**src/rtl/ovr_mon_pkg.sv**
```systemverilog
package ovr_mon_pkg;

  typedef struct packed {
    logic sampleTake;
    logic windowClose;
    logic limitLoad;
  } ovr_ctrl_t;

  localparam int STATUS_OVR_BIT = 6;

  function automatic longint defaultLimit(input int width);
    longint fullScale;
    fullScale = (longint'(1) <<< (width - 1)) - 1;
    return (fullScale * 4) / 5;
  endfunction

endpackage

```
**src/rtl/ovr_ctrl.sv**
```systemverilog
module ovr_ctrl
  import ovr_mon_pkg::*;
(
  input  logic      sampleValid,
  input  logic      resultStrobe,
  input  logic      limitWrEn,
  output ovr_ctrl_t ctl
);

  always_comb begin
    ctl.sampleTake  = sampleValid;
    ctl.windowClose = resultStrobe;
    ctl.limitLoad   = limitWrEn;
  end

endmodule

```
**src/rtl/ovr_magnitude.sv**
```systemverilog
module ovr_magnitude #(
  parameter int SAMPLE_W = 24
) (
  input  logic [SAMPLE_W-1:0] sampleIn,
  output logic [SAMPLE_W-1:0] magOut
);

  localparam logic [SAMPLE_W-1:0] ONE = SAMPLE_W'(1);

  // Unsigned result: the most negative input maps to 2^(W-1) without wrapping.
  always_comb begin
    if (sampleIn[SAMPLE_W-1]) magOut = ~sampleIn + ONE;
    else                      magOut = sampleIn;
  end

endmodule

```
**src/rtl/ovr_datapath.sv**
```systemverilog
module ovr_datapath
  import ovr_mon_pkg::*;
#(
  parameter int SAMPLE_W = 24
) (
  input  logic                clk,
  input  logic                rstN,
  input  ovr_ctrl_t           ctl,
  input  logic [SAMPLE_W-1:0] sampleData,
  input  logic [SAMPLE_W-1:0] limitWrData,
  output logic                fastAlert,
  output logic                statusOvr
);

  localparam logic [SAMPLE_W-1:0] LIMIT_RST = SAMPLE_W'(defaultLimit(SAMPLE_W));
  localparam logic [SAMPLE_W-1:0] MOST_NEG  = {1'b1, {(SAMPLE_W-1){1'b0}}};

  logic [SAMPLE_W-1:0] limitReg;
  logic [SAMPLE_W-1:0] sampleMag;
  logic                overLimit;
  logic                windowHit;

  ovr_magnitude #(.SAMPLE_W(SAMPLE_W)) u_mag (
    .sampleIn (sampleData),
    .magOut   (sampleMag)
  );

  // Comparison against the registered limit: a write in this cycle applies next sample.
  assign overLimit = ctl.sampleTake && (sampleMag > limitReg);

  always_ff @(posedge clk or negedge rstN) begin
    if (!rstN)              limitReg <= LIMIT_RST;
    else if (ctl.limitLoad) limitReg <= limitWrData;
  end

  always_ff @(posedge clk or negedge rstN) begin
    if (!rstN)               fastAlert <= 1'b0;
    else if (ctl.sampleTake) fastAlert <= overLimit;
  end

  always_ff @(posedge clk or negedge rstN) begin
    if (!rstN) begin
      windowHit <= 1'b0;
      statusOvr <= 1'b0;
    end else if (ctl.windowClose) begin
      statusOvr <= windowHit | overLimit;
      windowHit <= 1'b0;
    end else if (overLimit) begin
      windowHit <= 1'b1;
    end
  end

  p_alert_hold_r3: assert property (@(posedge clk) disable iff (!rstN)
    !ctl.sampleTake |=> $stable(fastAlert));

  p_status_hold_r6: assert property (@(posedge clk) disable iff (!rstN)
    !ctl.windowClose |=> $stable(statusOvr));

  p_boundary_counts_r6: assert property (@(posedge clk) disable iff (!rstN)
    (ctl.windowClose && ctl.sampleTake && sampleMag > limitReg) |=> statusOvr);

  p_window_sticky_r8: assert property (@(posedge clk) disable iff (!rstN)
    (windowHit && !ctl.windowClose) |=> windowHit);

  p_window_clear_r7: assert property (@(posedge clk) disable iff (!rstN)
    (ctl.windowClose && !ctl.sampleTake) |=> !windowHit);

  p_no_overflow_r5: assert property (@(posedge clk) disable iff (!rstN)
    (ctl.sampleTake && sampleData == MOST_NEG && limitReg < MOST_NEG) |=> fastAlert);

endmodule

```
**src/rtl/ovr_alert_monitor.sv**
```systemverilog
module ovr_alert_monitor
  import ovr_mon_pkg::*;
#(
  parameter int SAMPLE_W = 24
) (
  input  logic                clk,
  input  logic                rstN,
  input  logic                sampleValid,
  input  logic [SAMPLE_W-1:0] sampleData,
  input  logic                limitWrEn,
  input  logic [SAMPLE_W-1:0] limitWrData,
  input  logic                resultStrobe,
  output logic                fastAlert,
  output logic                statusOvr,
  output logic [7:0]          statusByte
);

  ovr_ctrl_t ctl;

  ovr_ctrl u_ctrl (
    .sampleValid  (sampleValid),
    .resultStrobe (resultStrobe),
    .limitWrEn    (limitWrEn),
    .ctl          (ctl)
  );

  ovr_datapath #(.SAMPLE_W(SAMPLE_W)) u_dp (
    .clk         (clk),
    .rstN        (rstN),
    .ctl         (ctl),
    .sampleData  (sampleData),
    .limitWrData (limitWrData),
    .fastAlert   (fastAlert),
    .statusOvr   (statusOvr)
  );

  always_comb begin
    statusByte                 = 8'h00;
    statusByte[STATUS_OVR_BIT] = statusOvr;
  end

endmodule

```
**config.mk**
```make
export PLATFORM = sky130hd
export DESIGN_NAME = ovr_alert_monitor
export DESIGN_NICKNAME = d
export VERILOG_FILES = /design/src/rtl/ovr_mon_pkg.sv /design/src/rtl/ovr_ctrl.sv /design/src/rtl/ovr_magnitude.sv /design/src/rtl/ovr_datapath.sv /design/src/rtl/ovr_alert_monitor.sv
export SDC_FILE = /design/constraint.sdc
export NUM_CORES = 1
export LEC_CHECK = 0
export ABC_CLOCK_PERIOD_IN_PS = 2900
export BUFFER_PORTS_ARGS = -buffer_cell sky130_fd_sc_hd__clkbuf_2
export CAP_MARGIN = 20
export CORE_AREA = 3 3 54 93
export CTS_CLUSTER_SIZE = 14
export DETAILED_ROUTE_END_ITERATION = 8
export DIE_AREA = 0 0 57 96
export PLACE_DENSITY = 0.75
export SYNTH_ARGS = -nofsm -noshare
export SYNTH_HDL_FRONTEND = slang
export SYNTH_SLANG_ARGS = --single-unit
```
**constraint.sdc**
```tcl
create_clock -name clk -period 2.9 [get_ports clk]
set_input_delay 0.29 -clock clk [delete_from_list [all_inputs] [get_ports clk]]
set_output_delay 0.29 -clock clk [all_outputs]
set_load 0.05 [all_outputs]
```
==> metrics.md, run 1 <==
| Metric | Value |
|---|---|
| Status | finished with violations |
| Failing checks | negative setup slack |
| Number of I/O pins | 63 |
| Final #Nets | 401 |
| Worst Setup Start Kind | primary input |
| Unique masters post-synth | 37 |
| Final Max Tran Viols | 0 |
| Synth-to-Final Area Change | 26.0% |
| Worst Skew | 0.00309 ns |
| Critical Path End Type | register |
| CTS max path bufs | 2 |
| Clock Latency Late Sink | 0.27 ns |
| Setup Fix Bufs, Post-CTS | 0 |
| Placeable Area | 4400 um^2 |
| Iteration-0 DRC Markers | 29 |
| FMAX | 0.320 GHz |
| Crit-path cells | clkbuf_2, or4_4, or4_4, or2_4, o31ai_4, xnor2_1, ha_1, nand4_1, nor4_4, a2111oi_1, a41o_1, a31oi_1 |
| Top cells by area, synth | dfrtp_1 18%, dfstp_2 15%, ha_1 15% |
| Largest stage delay, worst path | 0.53 ns |
| Avg WL per Cell | 12.7 um |
| I/O Buffers | 55 |
| Vias in the first global route | 1815 |
| Tcrit/Tclk final | 108% |
| All-Layer GR Usage | 17.4% |
| Ys flop type | dfrtp_1 |
| Top-area cell type share of the netlist area | 17.7% |
| Overall routed net length | 4740 um |
| Dpl hpwl | 3990 um |
| CTS Buf Count | 3 |
| Synth Area per Inst | 8.61 um^2 |
| Yosys synthesis warning count | 0 |
| Post-Syn Area | 2120 um^2 |
| Detailed Routing Iterations Pass 1 | 4 |
| Ys async rst share | 100% |
| Cell repeated most along the worst path | or4_4 |
| RSZ-0062 raised after global routing | true |
| Largest net degree at the start of global routing | 28 |
| CTS clk-pin slew, worst paths | 0.09 ns |
| Die width | 57 um |
| Residual DRC count | 0 |
| Most frequent cells in the layout | 55 x clkbuf_2, 31 x nand2_1, 31 x o21ai_0 |
| Setup violations, final | 3 |
| Commonest non-fill, non-tap cell in the layout | clkbuf_2 |
| Critical path class | in -> reg |
| RePlAce Congestion | 0.850 |
| Pwr Density | 389 nW/um^2 |
| Seq/Total Area, Yosys | 32.6% |
| Antenna violations before repair | 0 |
| WP data required | 3.06 ns |
| Worst path bufs/invs | 1 |
| Vias per cell | 5.14 |
| Layout cells sized above 1 | 33.9% |
| Hold-fix buffers at CTS | 0 |
| Delay-heaviest family, CP | simple AND/OR/NAND/NOR gates |
| WP data arrival | 3.29 ns |
| Grt total ovfl | 0 |
| Die Y | 96 um |
| Max Cap Viol | 0 |
| Util after Layout | 60.6% |
| Worst slew margin | 55.3% |
| Initial cell density of the core | 48.1% |
| Final hold vios | 0 |
| Post-Syn Instances | 246 |
| Actual transition at the worst max-transition pin | 0.670 ns |
| VDD IR-drop max | 0.232 mV |
| H-tree Lvls | 1 |
| Ant. Diodes | 0 |
| Clock root buffer | clkbuf_8 |
| HP Class | in -> async |
| Fin crit period | 3.12 ns |
| Clk sinks | 27 |
| TritonCTS clock tree | done |
| Leakage power | 0.00130 uW |
| First-pass GRT wire length | 7570 um |
| Remaining antenna violation count | 0 |
| Yosys reg bits | 27 |
| Smallest setup slack after layout | -0.224 ns |
| Site Rows | 32 |
| CP max-delay cell | or4_4 |
| Die area | 5470 um^2 |
| Via count | 1918 |
| Leading area contributor after synthesis | dfrtp_1 |
| Post-synth EDFFs | 0 |
| Worst Path Max Fanout | 4 |
| Hold WS | 0.0296 ns |
## worst reg2reg max path: cells and delay by family (launching register included)
family	cells	cell delay, ns
AO/OA/AOI/OAI	5	1.01
adder cells (fa/ha/maj)	1	0.30
buffers and inverters	1	0.05
flip-flops	1	0.53
## Yosys cell counts (all sizes together) (5+ instances only)
cell type,number
or4,5
nand2,32
nand3,8
ha,25
inv,29
xnor2,21
nor2,7
dfstp,12
buf,9
dfrtp,15
clkbuf,6
a21oi,9
o41ai,5
o21ai,33
## metrics by stage
| step | power [uW] | std cells | setup TNS, ns | instance area [um^2] | setup WS, ns |
|---|---|---|---|---|---|
| global placement | 812 | 369 | -1.37 | 2610 | -0.462 |
| finish | 1040 | 373 | -0.641 | 2670 | -0.224 |
| detailed placement | 822 | 369 | -1.51 | 2610 | -0.522 |
| floorplan | 690 | 252 | -0.675 | 2160 | -0.236 |
| CTS | 1040 | 373 | -0.545 | 2660 | -0.207 |
| global route | 1110 | 373 | -1.03 | 2670 | -0.355 |
## registers in the layout (all words and copies together) (netlist names)
register / cells
u_dp.fastAlert: 1
u_dp.limitReg: 24
u_dp.statusOvr: 1
u_dp.windowHit: 1
## where the power goes
part           internal, uW  total, uW  leakage (uW)  switching [uW]
registers               424        435      0.000310            11.3
clock network          98.6        220     0.0000228             121
logic                   157        384      0.000968             226
total                   680       1040       0.00130             359
## routing by layer
layer	wire, um	global-route usage, %	up-vias
met3	176	1.61	4
met2	2680	34.3	37
met4	40	5.22	0
met1	1840	19.2	888
met5	0	0	-
li1	-	-	989
## kinds of logic after synthesis
family,share of synthesized area [%]
AO/OA/AOI/OAI,17.7
XOR/XNOR,8.68
adder cells (fa/ha/maj),14.8
buffers and inverters,9.21
flip-flops,32.6
multiplexers,0.532
other,0.177
AND/OR/NAND/NOR,16.4
## path summary, 6_finish.rpt
path / start / end / slack [ns] / cells after the start
max: sampleData[5] / u_dp.statusOvr / -0.22 / 12
min: rstN / u_dp.limitReg[20] / 0.03 / 1
max reg2reg: u_dp.limitReg[9] / u_dp.statusOvr / 0.90 / 7
min reg2reg: u_dp.limitReg[13] / u_dp.limitReg[13] / 0.52 / 2
max in group asynchronous: rstN / u_dp.limitReg[11] / 2.44 / 1
min in group clk: resultStrobe / u_dp.windowHit / 0.19 / 2
## what timing repair did
action,CTS,global route
gates resized for setup,1,3
pin swaps,0,2
endpoints found under the setup margin,3,3
gates cloned,0,0
## area by class of cell
cell class                      instances  area, um^2
Tap cell                               51        63.8
Multi-Input combinational cell        181        1290
Sequential cell                        27         691
Timing Repair Buffer                   81         470
Inverter                               29         109
Fill cell                             421        1740
Clock buffer                            4        45.0
(Power assumes the default switching activity.)
==> run 2: changes to the inputs <==
--- a/config.mk
+++ b/config.mk
@@ -12,7 +12,7 @@
 export CTS_CLUSTER_SIZE = 14
 export DETAILED_ROUTE_END_ITERATION = 8
 export DIE_AREA = 0 0 57 96
-export PLACE_DENSITY = 0.75
+export PLACE_DENSITY_LB_ADDON = 0.05
 export SYNTH_ARGS = -nofsm -noshare
 export SYNTH_HDL_FRONTEND = slang
 export SYNTH_SLANG_ARGS = --single-unit
==> run 2 against run 1 <==
Net effect: the flow still finishes with violations (negative setup slack); final area grew 1.8%; combinational power up 1%; power grew 0.55%; sequential share of layout area is 0.46 points lower; routed wire length up 0.99%; die area stayed put.
==> metrics.md, run 2 (synthesis results as in run 1) <==
| Metric | Value |
|---|---|
| WP data required | 3.11 ns (was 3.06 ns) |
| Worst Skew | 0.00280 ns (was 0.00309 ns) |
| Tcrit/Tclk final | 107% (was 108%) |
| Worst Setup Start Kind | primary input (unchanged) |
| Status | finished with violations (unchanged) |
| Vias per cell | 5.14 (about the same) |
| Die area | 5470 um^2 (unchanged) |
| Crit-path cells | buf_6, or4_4, or4_4, or2_4, o31ai_4, xnor2_1, ha_1, nand4_1, buf_4, nor4_4, a2111oi_2, a41o_1, a21oi_1 (was clkbuf_2, or4_4, or4_4, or2_4, o31ai_4, xnor2_1, ha_1, nand4_1, nor4_4, a2111oi_1, a41o_1, a31oi_1) |
| Worst Path Max Fanout | 4 (unchanged) |
| Power Total | 1040 uW (about the same) |
| WP data arrival | 3.32 ns (was 3.29 ns) |
| Setup violations, final | 3 (unchanged) |
| Actual transition at the worst max-transition pin | 0.783 ns (was 0.670 ns) |
| Antenna violations before repair | 0 (unchanged) |
| Util after Layout | 61.7% (was 60.6%) |
| Clock root buffer | clkbuf_8 (unchanged) |
| Most flop-heavy register | u_dp.limitReg (unchanged) |
| Pwr Density | 384 nW/um^2 (was 389 nW/um^2) |
| CTS clk-pin slew, worst paths | 0.09 ns (about the same) |
| RePlAce Congestion | 0.835 (was 0.850) |
| Largest net degree at the start of global routing | 48 (was 28) |
| R2R Path Start | u_dp.limitReg[17] (was u_dp.limitReg[9]) |
| CTS Buf Count | 3 (unchanged) |
| First-pass GRT wire length | 8160 um (was 7570 um) |
| Clk sinks | 27 (unchanged) |
| Max FFs per register | 24 (unchanged) |
| H-tree Lvls | 1 (unchanged) |
| Post-Place Cells | 369 (unchanged) |
| CP max-delay cell | or4_4 (unchanged) |
| Avg WL per Cell | 12.7 um (about the same) |
| Die width | 57 um (unchanged) |
| Most frequent cells in the layout | 54 x clkbuf_2, 31 x nand2_1, 30 x o21ai_0, 30 x buf_4, 29 x inv_1 (was 55 x clkbuf_2, 31 x nand2_1, 31 x o21ai_0) |
| R2R setup slack | 0.90 ns (about the same) |
| Critical path class | in -> reg (unchanged) |
| TritonCTS clock tree | done (unchanged) |
| Final #Nets | 405 (was 401) |
| Detailed Routing Iterations Pass 1 | 4 (unchanged) |
| Leakage power | 0.00133 uW (was 0.00130 uW) |
| I/O Buffers | 55 (unchanged) |
| Hold-fix buffers at CTS | 0 (unchanged) |
| Commonest non-fill, non-tap cell in the layout | clkbuf_2 (unchanged) |
| Clock Latency Late Sink | 0.28 ns (was 0.27 ns) |
| Smallest setup slack after layout | -0.212 ns (was -0.224 ns) |
| Layout Cells excl Fill | 377 (was 373) |
| Initial cell density of the core | 48.1% (unchanged) |
| Die Y | 96 um (unchanged) |
| Grt total ovfl | 0 (unchanged) |
| Ant. Diodes | 0 (unchanged) |
| Cell repeated most along the worst path | or4_4 (unchanged) |
| Failing checks | negative setup slack (unchanged) |
| Delay-heaviest family, CP | simple AND/OR/NAND/NOR gates (unchanged) |
| FMAX | 0.321 GHz (was 0.320 GHz) |
| CTS max path bufs | 2 (unchanged) |
| Remaining antenna violation count | 0 (unchanged) |
| All-Layer GR Usage | 18.6% (was 17.4%) |
| Largest stage delay, worst path | 0.54 ns (was 0.53 ns) |
| Number of I/O pins | 63 (unchanged) |
| Reg2Reg Depth | 7 (unchanged) |
| Fin crit period | 3.11 ns (was 3.12 ns) |
| Site Rows | 32 (unchanged) |
| HP Class | in -> async (unchanged) |
| Reg2reg end | u_dp.windowHit (was u_dp.statusOvr) |
| Overall routed net length | 4780 um (was 4740 um) |
| Fill cell count | 412 (was 421) |
| Max Cap Viol | 0 (unchanged) |
| Hold WS | 0.0349 ns (was 0.0296 ns) |
| Synth-to-Final Area Change | 28.3% (was 26.0%) |
| TNS Setup | -0.600 ns (was -0.641 ns) |
| Worst slew margin | 47.8% (was 55.3%) |
| Final hold vios | 0 (unchanged) |
| Layout cells sized above 1 | 35.9% (was 33.9%) |
| Via count | 1939 (was 1918) |
| Dpl hpwl | 3860 um (was 3990 um) |
| Iteration-0 DRC Markers | 36 (was 29) |
| Critical Path End Type | register (unchanged) |
| Vias in the first global route | 1897 (was 1815) |
| Final Max Tran Viols | 0 (unchanged) |
| Residual DRC count | 0 (unchanged) |
| Worst path bufs/invs | 2 (was 1) |
| VDD IR-drop max | 0.228 mV (was 0.232 mV) |
| RSZ-0062 raised after global routing | true (unchanged) |
| Placeable Area | 4400 um^2 (unchanged) |
run 2: how the worst max path moves through the flow:
stage	startpoint	end	slack (ns)	cells after the start
after floorplan	sampleData[5]	u_dp.statusOvr	-0.24	11
after global placement	sampleData[5]	u_dp.statusOvr	-0.52	12
after detailed placement	sampleData[5]	u_dp.fastAlert	-0.59	12
after CTS	sampleData[4]	u_dp.statusOvr	-0.23	12
after global routing	sampleData[5]	u_dp.windowHit	-0.33	13
final	sampleData[5]	u_dp.windowHit	-0.21	13
run 2: what timing repair did:
item,in CTS,in global routing
setup endpoints to repair,3,3
gates cloned,0,0
pin swaps,2,8
setup buffers,2,2
gates resized for setup,6,3
run 2: metal layers:
layer	up-vias	GRT usage [%]	routed length [um]
met5	-	0	0
met4	0	7.16	91
met3	9	1.74	169
met2	39	34.8	2610
met1	894	21.3	1910
li1	997	-	-
run 2: report_power, final:
part	switching [uW]	total, uW	leakage (uW)	internal, uW
Sequential	12.0	436	0.000310	424
Combinational	226	389	0.000990	163
Clock	123	219	0.0000255	96.5
Total	361	1040	0.00133	683
run 2: layout make-up:
cell class | instances | area (um^2) | area share [%]
repair buffers | 85 | 507 | 18.6
inverters | 29 | 109 | 4.01
clock buffers | 3 | 41.3 | 1.52
multi-input cells | 181 | 1300 | 47.9
well taps | 51 | 63.8 | 2.35
flip-flops and latches | 27 | 691 | 25.4
clock inverters | 1 | 5.00 | 0.184
run 2: per-stage QoR:
step / cell area [um^2] / setup slack (ns)
after floorplan: 2160 / -0.236
after global placement: 2610 / -0.524
after detailed placement: 2610 / -0.593
after CTS: 2690 / -0.230
after global routing: 2720 / -0.329
final: 2720 / -0.212
